**src/rtl/sid_merge_pkg.sv**
```systemverilog
package sid_merge_pkg;
  localparam int unsigned QUAD_W = 32;

  // Marker words that bracket the received self-ID list
  localparam logic [QUAD_W-1:0] MARK_BEGIN = 32'h0000_00E0;
  localparam logic [QUAD_W-1:0] MARK_END   = 32'h0000_0001;

  // Field compared against the successor physical ID (bit 23 included)
  localparam logic [QUAD_W-1:0] SUCC_MASK  = 32'h3F80_0000;

  typedef enum logic [3:0] {
    ST_IDLE,
    ST_LOCAL_HEAD,
    ST_FETCH_A,
    ST_CHECK_A,
    ST_FETCH_B,
    ST_LOCAL_INS,
    ST_EMIT,
    ST_TAIL,
    ST_LOCAL_TAIL,
    ST_DONE
  } merge_state_t;
endpackage

```
**src/rtl/sid_word_class.sv**
```systemverilog
module sid_word_class
  import sid_merge_pkg::*;
#(
  parameter int unsigned PHY_W = 6
) (
  input  logic [QUAD_W-1:0] word_a,
  input  logic [QUAD_W-1:0] word_b,
  input  logic [PHY_W-1:0]  phy_id,
  output logic              is_begin,
  output logic              is_end,
  output logic              is_pair,
  output logic              is_successor
);
  logic [PHY_W:0]    next_id;
  logic [QUAD_W-1:0] want;

  always_comb begin
    next_id      = {1'b0, phy_id} + {{PHY_W{1'b0}}, 1'b1};
    want         = QUAD_W'(next_id) << 24;
    is_begin     = (word_a == MARK_BEGIN);
    is_end       = (word_a == MARK_END);
    is_pair      = (word_b == ~word_a);
    is_successor = ((word_a & SUCC_MASK) == want);
  end
endmodule

```
**src/rtl/sid_byte_budget.sv**
```systemverilog
module sid_byte_budget #(
  parameter int unsigned CNT_W = 12
) (
  input  logic             clk,
  input  logic             rst,
  input  logic             load,
  input  logic [CNT_W-1:0] load_val,
  input  logic             take,
  output logic             has_word
);
  localparam logic [CNT_W-1:0] QBYTES = CNT_W'(4);

  logic [CNT_W-1:0] left;

  always_ff @(posedge clk) begin
    if (rst)       left <= '0;
    else if (load) left <= load_val;
    else if (take) left <= left - QBYTES;
  end

  assign has_word = (left >= QBYTES);

  // a word is never taken once the byte budget is spent
  p_no_overdraw_r12: assert property (@(posedge clk) disable iff (rst)
    take |-> has_word);
endmodule

```
**src/rtl/sid_err_counter.sv**
```systemverilog
module sid_err_counter #(
  parameter int unsigned ERR_W = 8
) (
  input  logic             clk,
  input  logic             rst,
  input  logic             clr,
  input  logic             inc,
  output logic [ERR_W-1:0] count
);
  localparam logic [ERR_W-1:0] TOP = '1;

  always_ff @(posedge clk) begin
    if (rst || clr)              count <= '0;
    else if (inc && count != TOP) count <= count + 1'b1;
  end

  // without a clear the count never decreases
  p_monotone_r11: assert property (@(posedge clk) disable iff (rst)
    !clr |=> count >= $past(count));

  // a full counter stays full until cleared
  p_saturate_r11: assert property (@(posedge clk) disable iff (rst)
    (count == TOP && !clr) |=> count == TOP);
endmodule

```
**src/rtl/sid_merge.sv**
```systemverilog
module sid_merge
  import sid_merge_pkg::*;
#(
  parameter int unsigned PHY_W = 6,
  parameter int unsigned CNT_W = 12,
  parameter int unsigned ERR_W = 8
) (
  input  logic              clk,
  input  logic              rst,
  input  logic              start,
  input  logic [CNT_W-1:0]  byte_count,
  input  logic [PHY_W-1:0]  local_phy,
  input  logic              local_root,
  input  logic [QUAD_W-1:0] local_sid,
  input  logic              in_valid,
  input  logic [QUAD_W-1:0] in_data,
  output logic              in_ready,
  output logic              out_valid,
  output logic [QUAD_W-1:0] out_data,
  input  logic              out_ready,
  output logic              done,
  output logic [PHY_W-1:0]  done_phy,
  output logic              done_root,
  output logic [ERR_W-1:0]  err_count
);
  localparam logic [CNT_W-1:0] MARKERS_ONLY = CNT_W'(8);

  merge_state_t      st;
  logic [PHY_W-1:0]  phy_q;
  logic              root_q;
  logic [QUAD_W-1:0] lsid_q;
  logic [QUAD_W-1:0] word_a;

  logic is_begin, is_end, is_pair, is_successor;
  logic has_word, take, load, err_inc;

  sid_word_class #(.PHY_W(PHY_W)) u_class (
    .word_a       (word_a),
    .word_b       (in_data),
    .phy_id       (phy_q),
    .is_begin     (is_begin),
    .is_end       (is_end),
    .is_pair      (is_pair),
    .is_successor (is_successor)
  );

  sid_byte_budget #(.CNT_W(CNT_W)) u_budget (
    .clk      (clk),
    .rst      (rst),
    .load     (load),
    .load_val (byte_count),
    .take     (take),
    .has_word (has_word)
  );

  sid_err_counter #(.ERR_W(ERR_W)) u_err (
    .clk   (clk),
    .rst   (rst),
    .clr   (load),
    .inc   (err_inc),
    .count (err_count)
  );

  assign load     = (st == ST_IDLE) && start;
  assign in_ready = ((st == ST_FETCH_A) && has_word) || (st == ST_FETCH_B);
  assign take     = in_valid && in_ready;
  assign err_inc  = ((st == ST_CHECK_A) && !is_begin && !is_end && !has_word) ||
                    ((st == ST_FETCH_B) && in_valid && !is_pair);

  always_ff @(posedge clk) begin
    if (rst) begin
      st     <= ST_IDLE;
      phy_q  <= '0;
      root_q <= 1'b0;
      lsid_q <= '0;
      word_a <= '0;
    end else begin
      unique case (st)
        ST_IDLE: if (start) begin
          phy_q  <= local_phy;
          root_q <= local_root;
          lsid_q <= local_sid;
          st     <= (byte_count == MARKERS_ONLY) ? ST_LOCAL_HEAD : ST_FETCH_A;
        end
        ST_LOCAL_HEAD: if (out_ready) st <= ST_FETCH_A;
        ST_FETCH_A: begin
          if (!has_word) st <= ST_TAIL;
          else if (in_valid) begin
            word_a <= in_data;
            st     <= ST_CHECK_A;
          end
        end
        ST_CHECK_A: begin
          if (is_begin)      st <= ST_FETCH_A;
          else if (is_end)   st <= ST_TAIL;
          else if (!has_word) st <= ST_TAIL;
          else               st <= ST_FETCH_B;
        end
        ST_FETCH_B: if (in_valid) begin
          if (is_pair) st <= is_successor ? ST_LOCAL_INS : ST_EMIT;
          else begin
            word_a <= in_data;
            st     <= ST_CHECK_A;
          end
        end
        ST_LOCAL_INS:  if (out_ready) st <= ST_EMIT;
        ST_EMIT:       if (out_ready) st <= ST_FETCH_A;
        ST_TAIL:       st <= (root_q && phy_q != '0) ? ST_LOCAL_TAIL : ST_DONE;
        ST_LOCAL_TAIL: if (out_ready) st <= ST_DONE;
        ST_DONE:       st <= ST_IDLE;
        default:       st <= ST_IDLE;
      endcase
    end
  end

  assign out_valid = (st == ST_LOCAL_HEAD) || (st == ST_LOCAL_INS) ||
                     (st == ST_EMIT) || (st == ST_LOCAL_TAIL);
  assign out_data  = (st == ST_EMIT) ? word_a : lsid_q;
  assign done      = (st == ST_DONE);
  assign done_phy  = phy_q;
  assign done_root = root_q;

  // an offered entry is held until taken
  p_hold_r10: assert property (@(posedge clk) disable iff (rst)
    (out_valid && !out_ready) |=> (out_valid && $stable(out_data)));

  // done lasts exactly one cycle
  p_done_pulse_r9: assert property (@(posedge clk) disable iff (rst)
    done |=> !done);

  // nothing is offered while done is high
  p_quiet_done_r9: assert property (@(posedge clk) disable iff (rst)
    done |-> !out_valid);

  // no input is accepted while the run is closing
  p_no_take_done_r3: assert property (@(posedge clk) disable iff (rst)
    done |-> !in_ready);

  // taking the appended local quadlet ends the run on the next cycle
  p_tail_then_done_r7: assert property (@(posedge clk) disable iff (rst)
    (st == ST_LOCAL_TAIL && out_ready) |=> done);
endmodule

```
**config.mk**
```make
export PLATFORM = sky130hd
export DESIGN_NAME = sid_merge
export DESIGN_NICKNAME = d
export VERILOG_FILES = /design/src/rtl/sid_merge_pkg.sv /design/src/rtl/sid_word_class.sv /design/src/rtl/sid_byte_budget.sv /design/src/rtl/sid_err_counter.sv /design/src/rtl/sid_merge.sv
export SDC_FILE = /design/constraint.sdc
export NUM_CORES = 1
export LEC_CHECK = 0
export ABC_AREA = 1
export BUFFER_PORTS_ARGS = -buffer_cell sky130_fd_sc_hd__buf_2
export CAP_MARGIN = 20
export CELL_PAD_IN_SITES_DETAIL_PLACEMENT = 1
export CELL_PAD_IN_SITES_GLOBAL_PLACEMENT = 1
export CORE_MARGIN = 2
export CORE_UTILIZATION = 37
export CTS_CLUSTER_SIZE = 40
export DETAILED_ROUTE_END_ITERATION = 16
export PLACE_DENSITY = 0.94
export SYNTH_ARGS = -nofsm -noshare
export SYNTH_HDL_FRONTEND = slang
export SYNTH_SLANG_ARGS = --single-unit
```
**constraint.sdc**
```tcl
create_clock -name clk -period 2.05 [get_ports clk]
set_input_delay 0.3075 -clock clk [delete_from_list [all_inputs] [get_ports clk]]
set_output_delay 0.3075 -clock clk [all_outputs]
set_load 0.05 [all_outputs]
```
After elaboration in Yosys (flattened, before gate mapping):

Index checks and enable logic that the tools add are counted.

* bitwise gates (word level): 1
* reduce and logical (&&, ||, !) cells: 28
* multiplexer cells: 23
* magnitude comparators: 1
* multiply operators: 0
* shift-type cells: 0
* $add $sub $neg: 3
* equal/unequal tests: 24
* divide/modulo/power cells: 0

Operators with widths (count)
* 32-bit 2-to-1 mux: 5
* 32-bit case mux with 2 select lines: 1
* 32-bit by 1-bit equality test with 1-bit output (second input constant): 1
* 32-bit equality test: 1
* 32-bit by 8-bit equality test with 1-bit output (second input constant): 1
* 32-bit inverter: 1
* 4-bit case mux with 8 select lines: 1
* 4-bit 2-to-1 mux: 7
* 12-bit 2-to-1 mux: 2
* 4-bit by 3-bit equality test with 1-bit output (second input constant): 4
* 2-bit inequality test (second input constant): 7
* 12-bit by 4-bit equality test with 1-bit output (second input constant): 1
* 12-bit by 3-bit greater-or-equal comparator with 1-bit output (second input constant): 1
* 12-bit by 3-bit subtractor with 12-bit output (second input constant): 1
* 1-bit logical AND: 10
* 8-bit by 1-bit adder with 8-bit output (second input constant): 1
* 4-bit by 2-bit equality test with 1-bit output (second input constant): 2
* 4-bit equality test (second input constant): 2
* 7-bit by 8-bit equality test with 1-bit output: 1
* 2-bit 2-to-1 mux: 4
* 8-bit inequality test (second input constant): 1
* 6-bit by 1-bit adder with 7-bit output (second input constant): 1
* 1-bit logical OR: 6
* 3-bit 2-to-1 mux: 2
* other kinds (12): 16

* register bits after elaboration: 95
* latch bits: 0
* memory bits (read-only): 0
* output and inout port bits: 50
* bits in writable memories: 0
* input bits: 88
* logic and storage cells: 87
* memories kept: 0

Longest topological paths before layout:

Gate-level depths: netlist of the first run.

* depth after elaboration: 7
* depth in mapped cells: 15
* depth with buffers taken out: 14

By module:

Synthesis of the first run repeated with hierarchy kept, for this count alone.

* cell total of the unflattened synthesis: 877
* area total of the unflattened synthesis: 5469.0 sq um

Modules (own cells, without submodules)
* sid_merge: area an instance 3347.0 sq um, sequential area each 1501.4 sq um, cells an instance 483, instances 1
* sid_word_class: area an instance 930.9 sq um, sequential area each 0.0 sq um, cells an instance 218, instances 1
* sid_byte_budget: area an instance 743.2 sq um, sequential area each 240.2 sq um, cells an instance 109, instances 1
* sid_err_counter: area an instance 447.9 sq um, sequential area each 160.2 sq um, cells an instance 67, instances 1

Worst setup path after synthesis of the first run:

No wires, ideal clock.

* path type: reg2out
* from: register st[1]
* to: output port out_data[0]
* required time: 1.742 ns
* cell stages (with the launch flop): 7
* buffers on the path: 2
* arrival time: 2.125 ns
* path slack: -0.383 ns
* cell sequence: dfxtp_1 > inv_1 > nor2_1 > nand2_1 > clkbuf_1 > clkbuf_1 > o21ai_0

* longest elaborated chain between the ends: 2

RTL lines
* start, declared: line sid_merge.sv:28 `merge_state_t st;`
* start signal, assigned: line sid_merge.sv:83 `st <= (byte_count == MARKERS_ONLY) ? ST_LOCAL_HEAD : ST_FETCH_A;`
* start signal, assigned: line sid_merge.sv:100 `if (is_pair) st <= is_successor ? ST_LOCAL_INS : ST_EMIT;`
* start signal, assigned: line sid_merge.sv:108 `ST_TAIL: st <= (root_q && phy_q != '0) ? ST_LOCAL_TAIL : ST_DONE;`
* 4-bit by 3-bit equality test with 1-bit output: line sid_merge.sv:118 `assign out_data = (st == ST_EMIT) ? word_a : lsid_q;`
* 32-bit 2-to-1 mux: line sid_merge.sv:118
* end, declared: line sid_merge.sv:19 `output logic [QUAD_W-1:0] out_data,`

No other way between the ends.

Worst setup path in the final report of the first run:

* from: register st[2]
* to: output port out_data[6]

Same word-level chain as after synthesis.

==> impl_summary.txt, run 1 <==
----------------------------------------------------
[Hold path]
  Min-delay src ... local_sid[6]
  Tightest Hold Check Type ... in2reg
  Hold EP ... lsid_q[6]$_SDFFE_PP0P_
  Cell depth of the worst min-delay path ... 3

[Die]
  Die height ... 130 µm
  Row count ... 46
  Chip width ... 130 µm
  Core region area ... 0.0158 mm²
  I/O pin cnt ... 138
  Effective utilization at floorplan ... 37.5%
  Die area ... 0.0170 mm²

[Finish]
  Synth-to-Final Area Change ... 23.8%
  Share of post-route cells with drive strength above 1 ... 19.1%
  Summed area of non-filler cells in the final layout ... 0.00733 mm²
  Layout net count ... 1253
  Fillcell total ... 2263

[Worst setup path]
  CP endpoint kind ... output port
  Data required time of the worst path ... 1.74 ns
  Startpoint kind of the worst setup timing path ... register
  Data arrival time of the critical path ... 1.67 ns
  Setup slack of the worst register-to-register path ... 0.16 ns
  Crit path kind ... reg2out
  Worst Path Max Fanout ... 13
  Reg2reg end ... u_budget.left[10]$_SDFFE_PP0P_
  Cells on worst reg2reg path ... 8
  Crit path cell chain ... inv_2 -> nor2_4 -> nand2_4 -> buf_4 -> o21ai_0 -> clkbuf_4
  Delay of the slowest cell on the worst path ... 0.35 ns
  Critical path's slowest cell ... dfxtp_2
  Launch instance of the worst register-to-register path ... u_budget.left[2]$_SDFFE_PP0P_

[Clocking]
  Maximum buffer depth of the clock tree ... 2
  Clock-pin slew on the worst setup and hold paths ... 0.07 ns
  CTS tree ... yes
  Number of buffers created by CTS ... 9
  Root buf cell ... clkbuf_16
  Sink Count ... 95
  Total number of H-tree levels ... 3
  Hold buffer count at cts ... 0
  Clock insertion delay at the later pin of the skew report ... 0.36 ns

[Synth]
  Synthesized area divided by synthesized cell count ... 5.78 µm²
  Sequential share of the synthesized area ... 32.1%
  Flip-flop and latch count after synthesis ... 95
  Synth Instances ... 1024
  Leading post-synthesis cells by cell area ... dfxtp_1, nand2_1, inv_1
  Top-area cell type share of the netlist area ... 32.1%
  Synthesized cell area ... 0.00592 mm²
  Number of different library cells in the post-synthesis netlist ... 28
  Net Count, Synth ... 1117
  Count of warnings emitted by yosys ... 0
  Biggest area consumer among synthesized cells ... dfxtp_1

[Timing]
  Worst slew margin relative to its limit ... 63.0%
  Clock tree skew after final layout ... 0.00653 ns
  Clock period minus worst slack ... 1.97 ns
  Crit share post-route ... 96.3%
  Number of max-slew violations in the final report ... 0
  Highest Clock Rate ... 0.506 GHz
  Measured slew at the worst slew-check pin ... 0.555 ns
  Final Hold Viols ... 0
  Final setup violating endpoints ... 0

[Power]
  Clock share of power ... 20.0%
  Int Pwr ... 4.73 mW
  Static leakage power ... 3.84 nW
  Max rail drop VDD ... 0.000742 V
  Sw Pwr ... 4.32 mW
  Power per unit of standard cell area ... 1230 mW/mm²
  Logic gate share of total power ... 50.9%
  Part of the power in registers ... 29.2%
  Post-route total power ... 9.05 mW
  Share of total power consumed by net switching ... 47.8%

[Drt]
  Number of vias per cell ... 4.90
  Avg WL per Cell ... 15.0 µm
  Number of vias after detailed routing ... 6776
  Number of nets with antenna violations after routing ... 0
  Total DRC errors in the routed layout ... 0
  TritonRoute pass-1 iters ... 4
  Iter 0 DRT Violations ... 356
  Routed wire length ... 20700 µm

[Job]
  Reported max-cap violation count ... 0

[Global routing]
  Largest net degree at the start of global routing ... 45
  Wire length of the first global-routing pass ... 33300 µm
  Vias in the first global route ... 7036
  All-Layer GR Usage ... 24.7%
  Total overflow reported by the global router ... 0
  Number of antenna violations at the first check in global routing ... 1

[Placement]
  # port buffers ... 137
  HPWL reported at the end of detailed placement ... 15600 µm
  Final weighted congestion in routability-driven placement ... 0.820
  Cell area after placement ... 0.00683 mm²

[Outcome]
  Outcome ... finished, final reports clean

----------------------------------------------------
## worst max-delay path, delay by kind of cell, from the launching register on
| family | cells | cell delay [ns] |
|---|---|---|
| AOI/OAI and AO/OA | 1 | 0.18 |
| buffers and inverters | 3 | 0.52 |
| and+or+nand+nor | 2 | 0.25 |
| DFF | 1 | 0.35 |
## flip-flops by register name, summed over array words and instances (netlist names)
register,flops
done_phy,6
lsid_q,32
u_budget.left,12
st,4
u_err.count,8
word_a,32
done_root,1
## cell usage after synthesis (all sizes together)
cell	number
nand2	359
inv	162
nor2	140
dfxtp	95
nand3	71
a21oi	69
o21ai	53
clkbuf	19
xor2	16
buf	15
nor3	6
ha	5
nand4	5
a22oi	2
and2	2
clkinv	2
nor3b	1
o211ai	1
xnor2	1
## worst max path at each step
stage                             startpoint                     endpoint  slack (ns)  depth (start not counted)
after floorplan           st[1]$_SDFFE_PP0P_                 out_data[10]       -0.35                          6
after global placement           in_data[29]      word_a[26]$_SDFFE_PP0P_        0.20                         15
after detailed placement         in_data[27]  u_err.count[7]$_SDFFE_PP0P_        0.10                         14
after CTS                 st[0]$_SDFFE_PP0P_                  out_data[1]      0.0004                          6
after global routing      st[2]$_SDFFE_PP0P_                  out_data[3]      -0.009                          6
final                     st[2]$_SDFFE_PP0P_                  out_data[6]        0.08                          6
## cell usage in the layout, fill, tap and decap left out, drive strengths merged, types with 2 or more instances in the layout
| master | instances |
|---|---|
| a21oi | 69 |
| a22oi | 2 |
| and2 | 2 |
| buf | 154 |
| clkbuf | 16 |
| clkinv | 5 |
| dfxtp | 95 |
| ha | 5 |
| inv | 162 |
| nand2 | 359 |
| nand3 | 71 |
| nand4 | 5 |
| nor2 | 140 |
| nor3 | 6 |
| o21ai | 53 |
| xor2 | 16 |
## kinds of logic after synthesis
kind of cell	Yosys count	share of synthesized area (%)
adder cells (fa/ha/maj)	5	1.06
buffers and inverters	198	13.4
flip-flops	95	32.1
XOR/XNOR	17	2.52
AO/OA/AOI/OAI	125	10.9
AND/OR/NAND/NOR	584	40.0
## metal layers
layer  vias up  wire (µm)  global-route usage, %  share of wire [%]
met2       154      10700                   45.3                 52
met1      3201       8780                   30.0                 42
met5         -          0                      0                  0
li1       3397          -                      -                  -
met4         0        338                   8.51                1.6
met3        24        895                   2.89                4.3
## per-stage QoR
stage | instances | util, % | TNS (ns) | worst slack [ns] | hold slack [ns]
after CTS | 1376 | 45.7 | 0 | 0.000359 | 0.179
final | 1382 | 46.5 | 0 | 0.0754 | 0.191
after floorplan | 1024 | - | -10.50 | -0.349 | 0.429
after detailed placement | 1359 | 43.3 | 0 | 0.105 | 0.450
after global routing | 1382 | 46.5 | -0.0159 | -0.00862 | 0.198
after global placement | 1359 | 43.3 | 0 | 0.198 | 0.447
## what timing repair did
| item | CTS | global route |
|---|---|---|
| pin swaps | 1 | 2 |
| setup endpoints to repair | 34 | 71 |
| gates resized for setup | 27 | 30 |
| setup buffers | 1 | 5 |
| endpoints found under the hold margin | 0 | 0 |
## layout make-up
cell class                      count  area, µm²  share of cell area, %
Clock inverter                      5       56.3                  0.769
Multi-Input combinational cell    731       3280                   44.8
Timing Repair Buffer              159        932                   12.7
Sequential cell                    95       1910                   26.0
Clock buffer                       11        253                   3.45
Tap cell                          216        270                   3.69
Inverter                          164        621                   8.47
Antenna cell                        1       2.50                 0.0342
## power groups by stage
stage          sequential, mW  clock, mW  combinational [mW]
4_1_cts                  2.62       1.84                4.49
6_report                 2.64       1.81                4.60
3_5_place_dp             2.66          0                4.36
2_1_floorplan            2.69          0                3.11
5_1_grt                  2.70       1.90                5.15
3_3_place_gp             2.63          0                4.17
(Power assumes the default switching activity.)
==> run 2: changes to the inputs <==
--- a/config.mk
+++ b/config.mk
@@ -11,10 +11,10 @@
 export CELL_PAD_IN_SITES_DETAIL_PLACEMENT = 1
 export CELL_PAD_IN_SITES_GLOBAL_PLACEMENT = 1
 export CORE_MARGIN = 2
-export CORE_UTILIZATION = 37
+export CORE_UTILIZATION = 39
 export CTS_CLUSTER_SIZE = 40
 export DETAILED_ROUTE_END_ITERATION = 16
-export PLACE_DENSITY = 0.94
+export PLACE_DENSITY = 0.95
 export SYNTH_ARGS = -nofsm -noshare
 export SYNTH_HDL_FRONTEND = slang
 export SYNTH_SLANG_ARGS = --single-unit
==> constraint.sdc (replaced) <==
create_clock -name clk -period 2.6 [get_ports clk]
set_input_delay 0.39 -clock clk [delete_from_list [all_inputs] [get_ports clk]]
set_output_delay 0.39 -clock clk [all_outputs]
set_load 0.05 [all_outputs]
==> run 2 against run 1 <==
  * Critical path depth unchanged
  * Clock skew up 0.0047 ns
  * Global-route usage rose by 0.74 points
  * Die area fell by 5.0%
  * Final cell count fell by 3.1%
  * Utilization up 0.38 points
==> impl_summary.txt, run 2 (synthesis results as in run 1) <==
----------------------------------------------------
[Outcome]
  Outcome ... finished, final reports clean

[Global routing]
  Grt met3 use ... 2.43% (-0.46 points)
  Routing usage on met1 ... 31.8% (+1.8 points)
  Busiest metal layer after global routing ... met2
  Vias in the first global route ... 7000 (-0.51%)
  Total overflow reported by the global router ... 0 (unchanged)
  Wire length of the first global-routing pass ... 33400 µm (about the same)
  Largest net degree at the start of global routing ... 55 (+22%)
  All-Layer GR Usage ... 25.5% (+0.74 points)
  Number of antenna violations at the first check in global routing ... 0 (-1)
  Fraction of met2 tracks used by global routing ... 47.0% (+1.8 points)

[Clocking]
  Clock insertion delay at the later pin of the skew report ... 0.36 ns (about the same)
  Root buf cell ... clkbuf_16
  Maximum buffer depth of the clock tree ... 2 (unchanged)
  Number of buffers created by CTS ... 9 (unchanged)
  Hold buffer count at cts ... 0 (unchanged)
  Total number of H-tree levels ... 3 (unchanged)
  Sink Count ... 95 (unchanged)
  CTS tree ... yes
  Clock-pin slew on the worst setup and hold paths ... 0.07 ns (about the same)

[Timing]
  RSZ-0062 raised after global routing ... false
  Worst slew margin relative to its limit ... 57.3% (-5.7 points)
  Clock tree skew after final layout ... 0.0112 ns (+0.00469 ns)
  Number of max-slew violations in the final report ... 0 (unchanged)
  Total Neg Setup Slack ... 0 ns (unchanged)
  Final Hold Viols ... 0 (unchanged)
  Crit share post-route ... 94.2%
  Worst hold slack ... 0.279 ns (+0.0875 ns)
  Clock period minus worst slack ... 2.45 ns
  Final setup violating endpoints ... 0 (unchanged)
  Highest Clock Rate ... 0.408 GHz
  Measured slew at the worst slew-check pin ... 0.640 ns (+0.0855 ns)

[Finish]
  Fillcell total ... 2149 (-5.0%)
  Most common cell after layout, fill and taps aside ... nand2_1
  Area occupied by registers ... 0.00190 mm² (-0.26%)
  Registers with the highest flip-flop counts ... lsid_q (32), word_a (32), u_budget.left (12)
  Post-route core utilization ... 46.8% (+0.38 points)
  Layout net count ... 1240 (-1.0%)
  Share of post-route cells with drive strength above 1 ... 16.9% (-2.2 points)
  Synth-to-Final Area Change ... 18.9%
  Antenna diode count ... 0 (-1)
  Area of combinational cells with multiple inputs ... 0.00323 mm² (-1.6%)
  Count of placed standard cells in the final layout, fillers left out ... 1339 (-3.1%)
  Top library cells by usage in the layout, fill and taps aside ... nand2_1, inv_1, nor2_1, buf_2, dfxtp_1

[Drt]
  Routed wire length ... 20200 µm (-2.3%)
  Total DRC errors in the routed layout ... 0 (unchanged)
  Avg WL per Cell ... 15.1 µm (+0.81%)
  Number of vias after detailed routing ... 6694 (-1.2%)
  Number of nets with antenna violations after routing ... 0 (unchanged)
  Iter 0 DRT Violations ... 307 (-14%)
  TritonRoute pass-1 iters ... 4 (unchanged)
  Number of vias per cell ... 5.00 (+2.0%)

[Power]
  Static leakage power ... 3.76 nW (-2.2%)
  Max rail drop VDD ... 0.000404 V (-46%)
  Power per unit of standard cell area ... 970 mW/mm² (-21%)

[Worst setup path]
  Delay of the slowest cell on the worst path ... 0.41 ns (+0.06 ns)
  Worst Path Max Fanout ... 20 (+7)
  Data arrival time of the critical path ... 2.06 ns (+0.39 ns)
  Worst path buffer plus inverter count ... 3 (unchanged)
  Crit path kind ... reg2out
  Setup slack of the worst register-to-register path ... 0.47 ns (+0.31 ns)
  Crit path cell chain ... inv_1 -> nor2_2 -> nand2_4 -> buf_4 -> o21ai_0 -> clkbuf_4
  Critical path's slowest cell ... dfxtp_1
  Startpoint kind of the worst setup timing path ... register
  Data required time of the worst path ... 2.21 ns (+0.47 ns)
  Family of cells with the greatest summed delay on the critical path ... buffers and inverters
  CP endpoint kind ... output port

[Die]
  Die area ... 0.0162 mm² (-5.0%)
  I/O pin cnt ... 138 (unchanged)
  Chip width ... 127 µm (-2.5%)
  Die height ... 127 µm (-2.5%)
  Effective utilization at floorplan ... 39.4% (+1.8 points)
  Core region area ... 0.0150 mm² (-4.7%)
  Row count ... 45 (-2.2%)

[Placement]
  Placed Cells ... 1324 (-2.6%)
  Final weighted congestion in routability-driven placement ... 0.824 (+0.51%)
  HPWL reported at the end of detailed placement ... 14600 µm (-6.0%)
  # port buffers ... 137 (unchanged)

[Job]
  Reported max-cap violation count ... 0 (unchanged)

[Hold path]
  Tightest Hold Check Type ... in2reg

----------------------------------------------------
run 2: changes by cell type in the layout (fill, tap and decap cells not counted), moves of 3 or more:
cell      change
buf_2        +21
buf_4        -25
buf_6         -3
clkbuf_4      -4
dfxtp_1       +4
dfxtp_2       -4
nor2_1        +3
o21ai_0      +10
o21ai_1       -7
o21ai_2       -3
run 2: routing by layer:
layer / up-vias / wire [µm] / share of wire [%]
met4: 0 / 279 / 1.4
met3: 22 / 572 / 2.8
met2: 122 / 10300 / 51
met1: 3188 / 9060 / 45
li1: 3362 / - / -
met5: - / 0 / 0
run 2: repair_timing:
action	in CTS	in global routing
endpoints found under the setup margin	0	13
hold endpoints to repair	0	0
buffers inserted	0	0
gates resized for setup	0	3
run 2: tightest hold or removal path, delay by kind of cell:
| kind | cells | cell delay, ns |
|---|---|---|
| buffers and inverters | 1 | 0.09 |
| AND/OR/NAND/NOR | 1 | 0.05 |
| AO/OA/AOI/OAI | 1 | 0.05 |
run 2: final timing paths:
check	from	end	depth (start not counted)
setup / recovery	st[1]$_SDFFE_PP0P_	out_data[31]	6
hold / removal	local_sid[15]	lsid_q[15]$_SDFFE_PP0P_	3
setup reg to reg	word_a[29]$_SDFFE_PP0P_	word_a[20]$_SDFFE_PP0P_	14
hold reg to reg	u_budget.left[0]$_SDFFE_PP0P_	u_budget.left[0]$_SDFFE_PP0P_	2
run 2: cell type report:
| class | count | share of cell area, % |
|---|---|---|
| multi-input cells | 731 | 45.9 |
| flip-flops and latches | 95 | 27.0 |
| repair buffers | 146 | 10.7 |
| inverters | 164 | 8.81 |
| clock buffers | 13 | 3.98 |
| well taps | 188 | 3.34 |
| clock inverters | 2 | 0.195 |
run 2: stage by stage:
step                instance area, µm²  total power, mW  setup WS, ns
CTS                               7030             6.84        0.0160
finish                            7040             6.83         0.150
detailed placement                6740             5.45         0.422
global placement                  6740             5.31         0.433
global route                      7040             7.37        0.0824
floorplan                         5920             4.57        0.0847
run 2: report_power, final:
part	internal, mW	switching (mW)
registers	1.79	0.296
clock network	0.749	0.590
logic	0.984	2.42
==> run 3: changes to the inputs <==
--- a/config.mk
+++ b/config.mk
@@ -6,7 +6,7 @@
 export NUM_CORES = 1
 export LEC_CHECK = 0
 export ABC_AREA = 1
-export BUFFER_PORTS_ARGS = -buffer_cell sky130_fd_sc_hd__buf_2
+export BUFFER_PORTS_ARGS = -buffer_cell sky130_fd_sc_hd__buf_4
 export CAP_MARGIN = 20
 export CELL_PAD_IN_SITES_DETAIL_PLACEMENT = 1
 export CELL_PAD_IN_SITES_GLOBAL_PLACEMENT = 1
@@ -14,7 +14,7 @@
 export CORE_UTILIZATION = 39
 export CTS_CLUSTER_SIZE = 40
 export DETAILED_ROUTE_END_ITERATION = 16
-export PLACE_DENSITY = 0.95
+export PLACE_DENSITY_LB_ADDON = 0.12
 export SYNTH_ARGS = -nofsm -noshare
 export SYNTH_HDL_FRONTEND = slang
 export SYNTH_SLANG_ARGS = --single-unit
==> run 3 against run 2 <==
  * Fmax decreased by 0.24%
  * Flip-flop and latch count unchanged
  * Sequential share of layout area decreased by 1.3 points
  * Worst hold slack improved by 0.0045 ns
  * Largest cell class unchanged
  * Largest power group unchanged
==> impl_summary.txt, run 3 (synthesis results as in run 1) <==
----------------------------------------------------
[Power]
  Post-route total power ... 7.00 mW (+2.5%)
  Static leakage power ... 3.85 nW (+2.5%)
  Max rail drop VDD ... 0.000505 V (+25%)
  Power per unit of standard cell area ... 946 mW/mm² (-2.5%)

[Timing]
  Number of max-slew violations in the final report ... 0 (unchanged)
  Final setup violating endpoints ... 0 (unchanged)
  Highest Clock Rate ... 0.407 GHz (-0.24%)
  Clock tree skew after final layout ... 0.00712 ns (-0.00411 ns)
  Clock period minus worst slack ... 2.46 ns (+0.00594 ns)
  Worst setup margin ... 0.144 ns (-0.00594 ns)
  Total Neg Setup Slack ... 0 ns (unchanged)
  RSZ-0062 raised after global routing ... false
  Worst slew margin relative to its limit ... 58.5% (+1.1 points)
  Final Hold Viols ... 0 (unchanged)
  Measured slew at the worst slew-check pin ... 0.623 ns (-0.0171 ns)
  Crit share post-route ... 94.5% (+0.23 points)

[Finish]
  Share of post-route cells with drive strength above 1 ... 16.8% (-0.10 points)
  Antenna diode count ... 0 (unchanged)
  Layout net count ... 1241 (+0.081%)
  Most common cell after layout, fill and taps aside ... nand2_1
  Registers with the highest flip-flop counts ... lsid_q (32), word_a (32), u_budget.left (12)
  Synth-to-Final Area Change ... 25.1%
  Post-route core utilization ... 49.3% (+2.4 points)
  Top library cells by usage in the layout, fill and taps aside ... nand2_1, buf_4, inv_1, nor2_1, dfxtp_1
  Area occupied by registers ... 0.00190 mm² (unchanged)
  Area of combinational cells with multiple inputs ... 0.00323 mm² (about the same)
  Fillcell total ... 2109 (-1.9%)

[Global routing]
  Number of antenna violations at the first check in global routing ... 0 (unchanged)
  Largest net degree at the start of global routing ... 55 (unchanged)
  Wire length of the first global-routing pass ... 31800 µm (-4.7%)
  Total overflow reported by the global router ... 0 (unchanged)
  Vias in the first global route ... 6566 (-6.2%)
  All-Layer GR Usage ... 24.5% (-1.0 points)

[Clocking]
  Root buf cell ... clkbuf_16
  Total number of H-tree levels ... 3 (unchanged)
  Clock-pin slew on the worst setup and hold paths ... 0.07 ns (about the same)
  CTS tree ... yes
  PostCTS Resize Cnt ... 0 (unchanged)
  Sink Count ... 95 (unchanged)
  Clock insertion delay at the later pin of the skew report ... 0.36 ns (about the same)
  Maximum buffer depth of the clock tree ... 2 (unchanged)
  Buffers inserted by post-CTS timing repair ... 0 (unchanged)
  Number of buffers created by CTS ... 9 (unchanged)
  Hold buffer count at cts ... 0 (unchanged)

[Die]
  Core region area ... 0.0150 mm² (unchanged)
  I/O pin cnt ... 138 (unchanged)
  Chip width ... 127 µm (unchanged)
  Die height ... 127 µm (unchanged)
  Effective utilization at floorplan ... 39.4% (unchanged)
  Row count ... 45 (unchanged)
  Die area ... 0.0162 mm² (unchanged)

[Drt]
  Total DRC errors in the routed layout ... 0 (unchanged)
  TritonRoute pass-1 iters ... 4 (unchanged)
  Routed wire length ... 19100 µm (-5.4%)
  Number of vias after detailed routing ... 6473 (-3.3%)
  Number of vias per cell ... 4.83 (-3.4%)
  Number of nets with antenna violations after routing ... 0 (unchanged)
  Iter 0 DRT Violations ... 220 (-28%)
  Avg WL per Cell ... 14.3 µm (-5.5%)

[Placement]
  HPWL reported at the end of detailed placement ... 14300 µm (-2.6%)
  # port buffers ... 137 (unchanged)
  Final weighted congestion in routability-driven placement ... 0.806 (-2.3%)
  Pre-CTS setup slack ... 0.387 ns (-0.0347 ns)

[Worst setup path]
  Startpoint kind of the worst setup timing path ... register
  Cells on worst reg2reg path ... 14 (unchanged)
  CP endpoint kind ... output port
  Crit path kind ... reg2out
  Setup slack of the worst register-to-register path ... 0.41 ns (-0.06 ns)
  Worst Path Max Fanout ... 31 (+55%)
  Data arrival time of the critical path ... 2.07 ns (about the same)
  Data required time of the worst path ... 2.21 ns (about the same)

[Outcome]
  Outcome ... finished, final reports clean

[Job]
  Reported max-cap violation count ... 0 (unchanged)

[Hold path]
  Cell depth of the worst min-delay path ... 3 (unchanged)
  Tightest Hold Check Type ... in2reg

----------------------------------------------------
[run 3: cell count changes in the layout (fill, tap and decap cells not counted), sizes merged]
| cell | before | now |
|---|---|---|
| buf | 145 | 147 |
| bufinv | 0 | 2 |
| clkbuf | 14 | 11 |
[run 3: layer usage]
layer / global-route usage (%) / vias up / share of wire, % / wire length (µm)
met2: 42.3 / 89 / 48 / 9210
met4: 4.98 / 0 / 0.96 / 184
met5: 0 / - / 0 / 0
met1: 32.1 / 3013 / 48 / 9230
li1: - / 3361 / - / -
met3: 4.40 / 10 / 2.6 / 507
[run 3: report_power, final]
group | switching [mW] | total [mW] | internal, mW
clock | 0.593 | 1.45 | 0.862
combinational | 2.38 | 3.48 | 1.10
sequential | 0.274 | 2.06 | 1.79
total | 3.25 | 7.00 | 3.75
[run 3: worst max-delay path, cell delays in order, from the launching register on]
cell and delay (ns):
dfxtp_1 0.41, inv_1 0.08, nor2_1 0.26, nand2_4 0.19
buf_4 0.27, o21ai_0 0.24, buf_4 0.24
[run 3: worst paths after layout]
| check | from | to |
|---|---|---|
| min reg2reg | lsid_q[1]$_SDFFE_PP0P_ | lsid_q[1]$_SDFFE_PP0P_ |
| min | local_sid[29] | lsid_q[29]$_SDFFE_PP0P_ |
| max | st[1]$_SDFFE_PP0P_ | out_data[1] |
| max reg2reg | word_a[25]$_SDFFE_PP0P_ | word_a[6]$_SDFFE_PP0P_ |
[run 3: area by class of cell]
cell class                 count  area share (%)
tap                          188            3.18
clock buffer                  11            3.28
sequential                    95            25.7
inverter                     164            8.38
clock inverter                 4           0.946
multi-input combinational    731            43.6
timing repair buffer         147            14.9
[run 3: through the flow]
stage | instance area (µm²) | hold slack [ns] | cells
floorplan | 5920 | 0.429 | 1024
global placement | 7090 | 0.446 | 1325
detailed placement | 7090 | 0.456 | 1325
CTS | 7400 | 0.276 | 1340
global route | 7400 | 0.282 | 1340
finish | 7400 | 0.283 | 1340
